<file path="src/rtl/rop_pkg.sv">
package rop_pkg;
  typedef enum logic [1:0] {
    HOP_ONES = 2'd0,
    HOP_HT   = 2'd1,
    HOP_SRC  = 2'd2,
    HOP_BOTH = 2'd3
  } hop_e;
endpackage

</file>
<file path="src/rtl/rop_srcbuf.sv">
module rop_srcbuf #(
  parameter int W = 16,
  localparam int BW = 2 * W
) (
  input  logic          clk,
  input  logic          rst_n,
  input  logic          shift,
  input  logic          fill,
  input  logic          rev,
  input  logic [W-1:0]  word,
  output logic [BW-1:0] sbuf_q
);
  logic [BW-1:0] sbuf_d;

  always_comb begin
    sbuf_d = sbuf_q;
    if (shift) begin
      if (!rev) begin
        sbuf_d = {sbuf_q[W-1:0], (fill ? word : sbuf_q[W-1:0])};
      end else begin
        sbuf_d = {(fill ? word : sbuf_q[BW-1:W]), sbuf_q[BW-1:W]};
      end
    end
  end

  always_ff @(posedge clk or negedge rst_n) begin
    if (!rst_n) sbuf_q <= '0;
    else        sbuf_q <= sbuf_d;
  end


  property p_fwd;
    @(posedge clk) disable iff (!rst_n)
      (shift && fill && !rev) |=> (sbuf_q == {$past(sbuf_q[W-1:0]), $past(word)});
  endproperty
  fwd_load_chk: assert property (p_fwd);


  property p_rev;
    @(posedge clk) disable iff (!rst_n)
      (shift && fill && rev) |=> (sbuf_q == {$past(word), $past(sbuf_q[BW-1:W])});
  endproperty
  rev_load_chk: assert property (p_rev);


  property p_flush;
    @(posedge clk) disable iff (!rst_n)
      (shift && !fill && !rev) |=> (sbuf_q[BW-1:W] == $past(sbuf_q[W-1:0]) && $stable(sbuf_q[W-1:0]));
  endproperty
  flush_shift_chk: assert property (p_flush);


  property p_idle;
    @(posedge clk) disable iff (!rst_n) !shift |=> $stable(sbuf_q);
  endproperty
  buf_idle_chk: assert property (p_idle);
endmodule

</file>
<file path="src/rtl/rop_halftone.sv">
module rop_halftone #(
  parameter int W = 16,
  parameter int DEPTH = 16,
  localparam int AW = $clog2(DEPTH)
) (
  input  logic          clk,
  input  logic          rst_n,
  input  logic          we,
  input  logic [AW-1:0] waddr,
  input  logic [W-1:0]  wdata,
  input  logic [AW-1:0] raddr,
  output logic [W-1:0]  rdata
);
  logic [W-1:0] mem_q [DEPTH];

  always_ff @(posedge clk) begin
    if (we) mem_q[waddr] <= wdata;
  end

  assign rdata = mem_q[raddr];


  property p_wr;
    @(posedge clk) disable iff (!rst_n) we |=> (mem_q[$past(waddr)] == $past(wdata));
  endproperty
  ht_write_chk: assert property (p_wr);
endmodule

</file>
<file path="src/rtl/rop_combine.sv">
module rop_combine
  import rop_pkg::*;
#(
  parameter int W = 16
) (
  input  logic [W-1:0] src,
  input  logic [W-1:0] ht,
  input  logic [W-1:0] dst,
  input  logic [1:0]   hop,
  input  logic [3:0]   op,
  input  logic [W-1:0] mask,
  output logic [W-1:0] result
);
  logic [W-1:0] opnd;
  logic [W-1:0] lres;

  always_comb begin
    case (hop_e'(hop))
      HOP_ONES: opnd = '1;
      HOP_HT:   opnd = ht;
      HOP_SRC:  opnd = src;
      default:  opnd = src & ht;
    endcase
  end

  for (genvar i = 0; i < W; i++) begin : g_bit
    assign lres[i]   = op[{~opnd[i], ~dst[i]}];
    assign result[i] = mask[i] ? lres[i] : dst[i];
  end
endmodule

</file>
<file path="src/rtl/rop_datapath.sv">
module rop_datapath #(
  parameter int W = 16,
  parameter int HT_DEPTH = 16,
  localparam int SKEW_W = $clog2(W),
  localparam int HT_AW = $clog2(HT_DEPTH)
) (
  input  logic              clk,
  input  logic              rst_n,
  input  logic              src_shift,
  input  logic              src_fill,
  input  logic              src_rev,
  input  logic [W-1:0]      src_word,
  input  logic [SKEW_W-1:0] skew,
  input  logic [1:0]        hop,
  input  logic [3:0]        op,
  input  logic              smudge,
  input  logic [HT_AW-1:0]  line_num,
  input  logic              ht_we,
  input  logic [HT_AW-1:0]  ht_waddr,
  input  logic [W-1:0]      ht_wdata,
  input  logic              calc_en,
  input  logic [W-1:0]      dst_word,
  input  logic [W-1:0]      end_mask,
  output logic [W-1:0]      new_dst,
  output logic              new_dst_valid
);
  localparam int BW = 2 * W;

  logic [BW-1:0]    sbuf;
  logic [BW-1:0]    shifted;
  logic [W-1:0]     skewed;
  logic [HT_AW-1:0] ht_raddr;
  logic [W-1:0]     ht_word;
  logic [W-1:0]     result;
  logic [W-1:0]     dst_d;
  logic             vld_d;

  rop_srcbuf #(.W(W)) u_buf (
    .clk(clk), .rst_n(rst_n), .shift(src_shift), .fill(src_fill),
    .rev(src_rev), .word(src_word), .sbuf_q(sbuf)
  );

  assign shifted  = sbuf >> skew;
  assign skewed   = shifted[W-1:0];
  assign ht_raddr = smudge ? skewed[HT_AW-1:0] : line_num;

  rop_halftone #(.W(W), .DEPTH(HT_DEPTH)) u_ht (
    .clk(clk), .rst_n(rst_n), .we(ht_we), .waddr(ht_waddr), .wdata(ht_wdata),
    .raddr(ht_raddr), .rdata(ht_word)
  );

  rop_combine #(.W(W)) u_cmb (
    .src(skewed), .ht(ht_word), .dst(dst_word), .hop(hop), .op(op),
    .mask(end_mask), .result(result)
  );

  always_comb begin
    dst_d = calc_en ? result : new_dst;
    vld_d = calc_en;
  end

  always_ff @(posedge clk or negedge rst_n) begin
    if (!rst_n) begin
      new_dst       <= '0;
      new_dst_valid <= 1'b0;
    end else begin
      new_dst       <= dst_d;
      new_dst_valid <= vld_d;
    end
  end


  property p_mask;
    @(posedge clk) disable iff (!rst_n)
      calc_en |=> (((new_dst ^ $past(dst_word)) & ~$past(end_mask)) == '0);
  endproperty
  mask_keep_chk: assert property (p_mask);


  property p_hold;
    @(posedge clk) disable iff (!rst_n) !calc_en |=> $stable(new_dst);
  endproperty
  out_hold_chk: assert property (p_hold);


  property p_zero;
    @(posedge clk) disable iff (!rst_n)
      (calc_en && op == 4'h0) |=> ((new_dst & $past(end_mask)) == '0);
  endproperty
  op_zero_chk: assert property (p_zero);


  property p_ones;
    @(posedge clk) disable iff (!rst_n)
      (calc_en && op == 4'hF) |=> ((~new_dst & $past(end_mask)) == '0);
  endproperty
  op_ones_chk: assert property (p_ones);
endmodule

</file>
<file path="config.mk">
export PLATFORM = sky130hd
export DESIGN_NAME = rop_datapath
export DESIGN_NICKNAME = d
export VERILOG_FILES = /design/src/rtl/rop_pkg.sv /design/src/rtl/rop_srcbuf.sv /design/src/rtl/rop_halftone.sv /design/src/rtl/rop_combine.sv /design/src/rtl/rop_datapath.sv
export SDC_FILE = /design/constraint.sdc
export NUM_CORES = 1
export LEC_CHECK = 0
export ABC_AREA = 1
export BUFFER_PORTS_ARGS = -buffer_cell sky130_fd_sc_hd__buf_2
export CAP_MARGIN = 10
export CORE_UTILIZATION = 45
export DETAILED_ROUTE_END_ITERATION = 12
export GPL_ROUTABILITY_DRIVEN = 1
export PLACE_DENSITY_LB_ADDON = 0.15
export REMOVE_ABC_BUFFERS = 1
export SLEW_MARGIN = 10
export SYNTH_ARGS = -nofsm -noshare
export SYNTH_HDL_FRONTEND = slang
export SYNTH_HIERARCHICAL = 1
export SYNTH_SLANG_ARGS = --single-unit
export TNS_END_PERCENT = 50
</file>
<file path="constraint.sdc">
create_clock -name clk -period 2.6 [get_ports clk]
set_input_delay 0.13 -clock clk [delete_from_list [all_inputs] [get_ports clk]]
set_output_delay 0.13 -clock clk [all_outputs]
set_load 0.005 [all_outputs]
</file>
=== Word-level counts from Yosys, hierarchy flattened ===
Memory sizes are Yosys's and may differ from the RTL's.
Index checks and enable logic that the tools add are counted.
Widths: inputs -> output; s select.

* Flip-flop bits (word level): 49
* Input port bits: 90
* Memories kept: 1
* Memory bits (writable): 256
* Output and inout port bits: 17
* Word-level logic and storage cells: 116

{| class="wikitable"
|+ Memory list
! name !! depth !! width !! rd ports !! clocked after Yosys merged registers in !! write ports !! RTL line !! text
|-
| u_ht.mem_q || 16 || 16 || 1 || 0 || 1 || rop_halftone.sv:14 || <nowiki>logic [W-1:0] mem_q [DEPTH];</nowiki>
|}

* Bitwise operators: 33
* Shift operators: 1
* Equal/unequal tests: 3
* Order comparisons: 16
* Mux-type cells: 54
* Reductions and logical operators: 4

{| class="wikitable"
|+ Operator list
! operator !! count
|-
| $lt 2x3->1 const B || 16
|-
| $pmux 16 s3 || 1
|-
| $mux 1 || 34
|-
| $bmux 1 s2 || 16
|-
| $mux 32 || 1
|-
| $not 1->1 || 32
|-
| $shr 32x4->16 || 1
|-
| $and 16x16->16 || 1
|-
| $mux 16 || 1
|-
| $mux 4 || 1
|-
| $reduce_and 2->1 || 2
|-
| $eq 2x1->1 const B || 1
|-
| $eq 2x2->1 const B || 1
|-
| $logic_not 2->1 || 1
|-
| $ne 2x2->1 const B || 1
|-
| $reduce_bool 2->1 || 1
|}

=== Longest topological paths before layout ===
An unclocked memory read counts as a cell.

* Depth in word-level cells: 9
* Gate-level depth with buffers: 25
* Gate-level depth less buffers: 22

=== Hierarchy ===
The synthesis kept the hierarchy.

{| class="wikitable"
|+ By module, submodules not included
! module !! instances !! area each (um^2) !! cells each
|-
| rop_halftone || 1 || 11060.6 || 1058
|-
| rop_datapath || 1 || 1826.8 || 303
|-
| rop_srcbuf || 1 || 1672.9 || 244
|-
| rop_combine || 1 || 1302.5 || 306
|}

=== Least setup slack after synthesis ===
Ideal clock, no wire load.

* Path kind: register to register
* Start point: reg u_buf.sbuf_q[14]
* End point: reg new_dst[7]
* Cell stages (with the launch flop): 20
* Clock period less this slack: 2265 ps
* Arrival time: 2141 ps
* Path slack: 335 ps
* Setup time: 125 ps
* Path through: dfrtp_1 > nand2_1 > nand3_1 > nand3_1 > nand3_1 > nand3_1 > nand2_1 > buf_2 > inv_1 > clkbuf_1 > nand3_1 > nand2_1 > inv_1 > nand2_1 > nand2_2 > inv_1 > nand2_1 > nand3_1 > nand2_1 > mux2_2

* Cells in the longest elaborated chain, start to end: 9

{| class="wikitable"
|+ RTL lines
! item !! RTL line !! text
|-
| start: declaration || rop_srcbuf.sv:11 || <nowiki>output logic [BW-1:0] sbuf_q</nowiki>
|-
| start signal: assignment || rop_srcbuf.sv:28 || <nowiki>else sbuf_q <= sbuf_d;</nowiki>
|-
| $shr 32x4->16 * || rop_datapath.sv:43 || <nowiki>assign shifted = sbuf >> skew;</nowiki>
|-
| $mux 4 * || rop_datapath.sv:45 || <nowiki>assign ht_raddr = smudge ? skewed[HT_AW-1:0] : line_num;</nowiki>
|-
| via ht_raddr[3] || rop_datapath.sv:32 || <nowiki>logic [HT_AW-1:0] ht_raddr;</nowiki>
|-
| $mem_v2 16x16 * || n/a ||
|-
| via ht_word[7] || rop_datapath.sv:33 || <nowiki>logic [W-1:0] ht_word;</nowiki>
|-
| $and 16x16->16 || rop_combine.sv:22 || <nowiki>default: opnd = src & ht;</nowiki>
|-
| $pmux 16 s3 * || rop_combine.sv:18 || <nowiki>case (hop_e'(hop))</nowiki>
|-
| $not 1->1 * || rop_combine.sv:27 || <nowiki>assign lres[i] = op[{~opnd[i], ~dst[i]}];</nowiki>
|-
| $bmux 1 s2 * || rop_combine.sv:27 ||
|-
| $mux 1 (not written as such) * || rop_combine.sv:27 ||
|-
| $mux 1 * || rop_combine.sv:28 || <nowiki>assign result[i] = mask[i] ? lres[i] : dst[i];</nowiki>
|-
| via result[7] || rop_datapath.sv:34 || <nowiki>logic [W-1:0] result;</nowiki>
|-
| end signal: assignment || rop_datapath.sv:67 || <nowiki>new_dst <= dst_d;</nowiki>
|-
| end: declaration || rop_datapath.sv:24 || <nowiki>output logic [W-1:0] new_dst,</nowiki>
|}

Mark *: on every way through the listed nets, which the timed path passes. The rest lies on a longest branch. The select of a mux whose other input is x is not followed.
A chain may end at the register's enable or synchronous reset.

=== Final worst setup path ===
* Start point: reg u_buf.sbuf_q[15]
* End point: reg new_dst[10]

Same word-level chain as after synthesis.

==> results by group <==
Routing
  • 1st-pass router iterations: 5
  • Final wirelength: 48.2 mm
  • Remaining DRCs: 0
  • Antenna-violating nets left: 0
  • Drt first-iter violations: between 900 and 1000
  • Routed WL per cell: roughly 18 um
  • Vias/cell: 5.15
  • DR vias: 13600

Yosys
  • Seq/Total Area, Yosys: 56.2%
  • Asr flop ratio synth: 16.1%
  • Syn avg cell area: 8.30 um2
  • Top FF cell, synth: edfxtp_1
  • EDFF count, synth: 256
  • Cell Area, Synth: between 15000 and 20000 um2
  • Yosys reg bits: between 300 and 400
  • Post-synth top area share: around 48%
  • Yosys top cell by area: edfxtp_1
  • Count leader, synth: nand2_1
  • Netlist cell types: 26
  • Synth top cells by count: nand2_1 (792), nand3_1 (305), inv_1 (272), edfxtp_1 (256), dfrtp_1 (49)
  • Mapped Cells: 1911
  • Synth top area cells: edfxtp_1 (48%), nand2_1 (19%), nand3_1 (9.6%)
  • Total of warnings raised by yosys: 6

Floorplanning
  • Core ar.: ~35000 um2
  • Initial core utilization: 45.8%
  • Die area: 36000 um2
  • Row count: 68
  • IO Pins: 107
  • Die Height: 190 um
  • Die W: 190 um

STA
  • Max Slew Vio Count: 0
  • Hold Slack: about 0.012 ns
  • Final setup TNS: -0.395 ns
  • Worst clock skew: 0.0133 ns
  • Final setup vio count: 13
  • Fmax: 375 MHz
  • RSZ-0062 raised after global routing: yes
  • Worst slew margin relative to its limit: between 50 and 60%
  • Worst-margin pin slew: 0.741 ns
  • Final Hold Vio Count: 0
  • Final Critical Period: approximately 2.7 ns
  • Fin crit share: 103%
  • Post-route setup slack: -0.0676 ns

Clock network
  • Root Buffer Master: clkbuf_16
  • CTS max path bufs: 3
  • Clock tree sinks: 305
  • Clock slew at reported path FFs: 0.06 ns
  • Num CTS Buffers: 35
  • H-tree levels: 2
  • CTS tree: done
  • Skew-Pair Late Insertion Delay: 0.53 ns

Pwr
  • Pleak: 9.99 nW
  • Pwr dens: 638 nW/um2
  • Comb pwr share: 22.1%
  • P_sw: 0.00372 W
  • Internal: around 0.0096 W
  • Sw Share: between 20% and 30%
  • Worst vdd rail ir drop: 0.511 mV
  • Flop pwr share: 42.3%
  • Clock power share: between 30% and 40%

Global routing
  • Total track usage: 25.4%
  • Maximum number of pins on one net before global-route repair: 51
  • Vias in the first global route: 12800
  • Gr ovfl total: 0
  • Initial antenna violation count: 0
  • Global-route wire length before repair: 70.0 mm

Worst setup path
  • CP max FO: 8
  • CP arrival: 3.08 ns
  • Worst setup path class: reg -> reg
  • RR Startpoint: u_buf/sbuf_q[15]
  • CP required: about 3 ns
  • Critical Path Stages: 21
  • CP endpoint kind: flop
  • Top delay family on crit path: simple AND/OR/NAND/NOR gates
  • Setup crit start kind: flop
  • CP max stage cell: dfrtp_1
  • Number of cells on the worst reg-to-reg path: 21
  • FF-to-FF End: new_dst[10]
  • Reg2Reg Setup Slack: -0.07 ns
  • Worst-path cell chain: nand2_2 -> nand3_2 -> nand3_2 -> nand3_2 -> nand3_4 -> nand2_8 -> clkbuf_16 -> clkbuf_16 -> nand2_1 -> nand3_1 -> nand3_1 -> nand3_1 -> nand2_2 -> inv_4 -> nand2_2 -> nand2_2 -> inv_2 -> nand2_1 -> nand3_1 -> nand2_1 -> mux2_2
  • Slowest stage delay, CP: ~0.43 ns
  • Crit path buffers/inverters: 4

Finish
  • Fraction of layout instances using a drive strength above 1: 26.5%
  • Inserted Diodes: 0
  • Area Overhead vs Synth: 31.5%
  • Final nets: 2258
  • Design area: 20900 um2
  • Filler cells: 2949

Place
  • PortBufs: around 110
  • HPWL Detailed: about 28 mm
  • Gp weighted congestion: 0.924
  • Pre-CTS WS: -0.258 ns
  • Placed Area: 17400 um2

Worst hold path
  • Min-delay worst type: in -> reg
  • HP Start: ht_wdata[0]
  • WHS Path Cells: 1
  • Hold EP: u_ht/mem_q[12][0]

Run status
  • Status: finished with violations
  • Failing checks: negative setup slack

Job
  • Total of max-cap violations: 0
==> logic make-up after synthesis <==
family / count (synthesis) / synth area share, %
and+or+nand+nor: 1193 / 31.4
buffers and inverters: 378 / 10.4
DFF: 305 / 56.2
AOI/OAI and AO/OA: 19 / 0.836
muxes: 16 / 1.14
==> registers in the layout, summed over array words and instances (netlist names) <==
name           count
new_dst           16
new_dst_valid      1
u_buf/sbuf_q      32
u_ht/mem_q       256
==> worst max path at each step <==
stage / start / end / slack, ns
floorplan: skew[0] / new_dst[7] / -3.02
global placement: skew[0] / new_dst[1] / -0.21
detailed placement: skew[0] / new_dst[8] / -0.26
CTS: u_buf/sbuf_q[13] / new_dst[14] / -0.008
global route: u_buf/sbuf_q[15] / new_dst[10] / -0.19
finish: u_buf/sbuf_q[15] / new_dst[10] / -0.07
==> power by group through the flow <==
stage	Combinational [W]	Sequential (W)	Clock [W]
after global routing	0.00320	0.00565	0.00498
final	0.00294	0.00563	0.00473
after global placement	0.00214	0.00572	0
after floorplan	0.00120	0.00570	0
after detailed placement	0.00217	0.00572	0
after CTS	0.00243	0.00563	0.00481
==> stage by stage <==
step | cells | util [%] | power, W
2_1_floorplan | 1822 | - | 0.00690
3_3_place_gp | 2484 | 50.4 | 0.00786
3_5_place_dp | 2484 | 50.4 | 0.00789
4_1_cts | 2612 | 56.4 | 0.0129
5_1_grt | 2645 | 60.2 | 0.0138
6_report | 2645 | 60.2 | 0.0133
==> area by class of cell <==
class	instances	area (um2)	area share (%)
clock inverters	14	155	0.744
well taps	455	569	2.73
clock buffers	45	923	4.43
repair inverters	1	8.76	0.0420
flip-flops and latches	305	8910	42.7
repair buffers	308	3080	14.7
inverters	289	1110	5.33
multi-input cells	1228	6100	29.2
==> worst register-to-register path: stages, from the launching register on <==
cell and delay, ns:
dfrtp_1 0.43, nand2_2 0.09, nand3_2 0.08, nand3_2 0.12, nand3_2 0.11, nand3_4 0.11, nand2_8 0.13, clkbuf_16 0.23
clkbuf_16 0.18, nand2_1 0.08, nand3_1 0.09, nand3_1 0.08, nand3_1 0.09, nand2_2 0.11, inv_4 0.06, nand2_2 0.06
nand2_2 0.06, inv_2 0.04, nand2_1 0.04, nand3_1 0.06, nand2_1 0.05, mux2_2 0.25
==> what timing repair did <==
| action | in CTS | in global routing |
|---|---|---|
| buffers inserted | 11 | 8 |
| gates resized for setup | 58 | 178 |
| setup endpoints to repair | 16 | 16 |
| gates cloned | 6 | 25 |
| hold endpoints to repair | 242 | 0 |
| pin swaps | 16 | 93 |
| hold buffers | 52 | 0 |
==> layer usage <==
metal | routed length, um | vias up | GRT usage [%]
li1 | - | 6541 | -
met1 | 20900 | 6511 | 35.2
met2 | 22800 | 497 | 41.5
met3 | 3330 | 78 | 4.02
met4 | 1090 | 0 | 6.70
met5 | 0 | - | 0
==> cells in the final DEF, fill, tap and decap left out, types with 28 or more instances in the layout <==
master         synthesis  final
nand2_1              792    713
inv_1                272    258
edfxtp_1             256    256
nand3_1              305    205
buf_2                 39    106
nand3_2                0     99
nand2_2               21     93
buf_4                 23     88
clkbuf_16              0     56
dlygate4sd3_1          0     52
dfrtp_1               49     48
nor2_1                48     32
inv_2                 17     28
No activity file was read; power rests on OpenSTA's default activity.
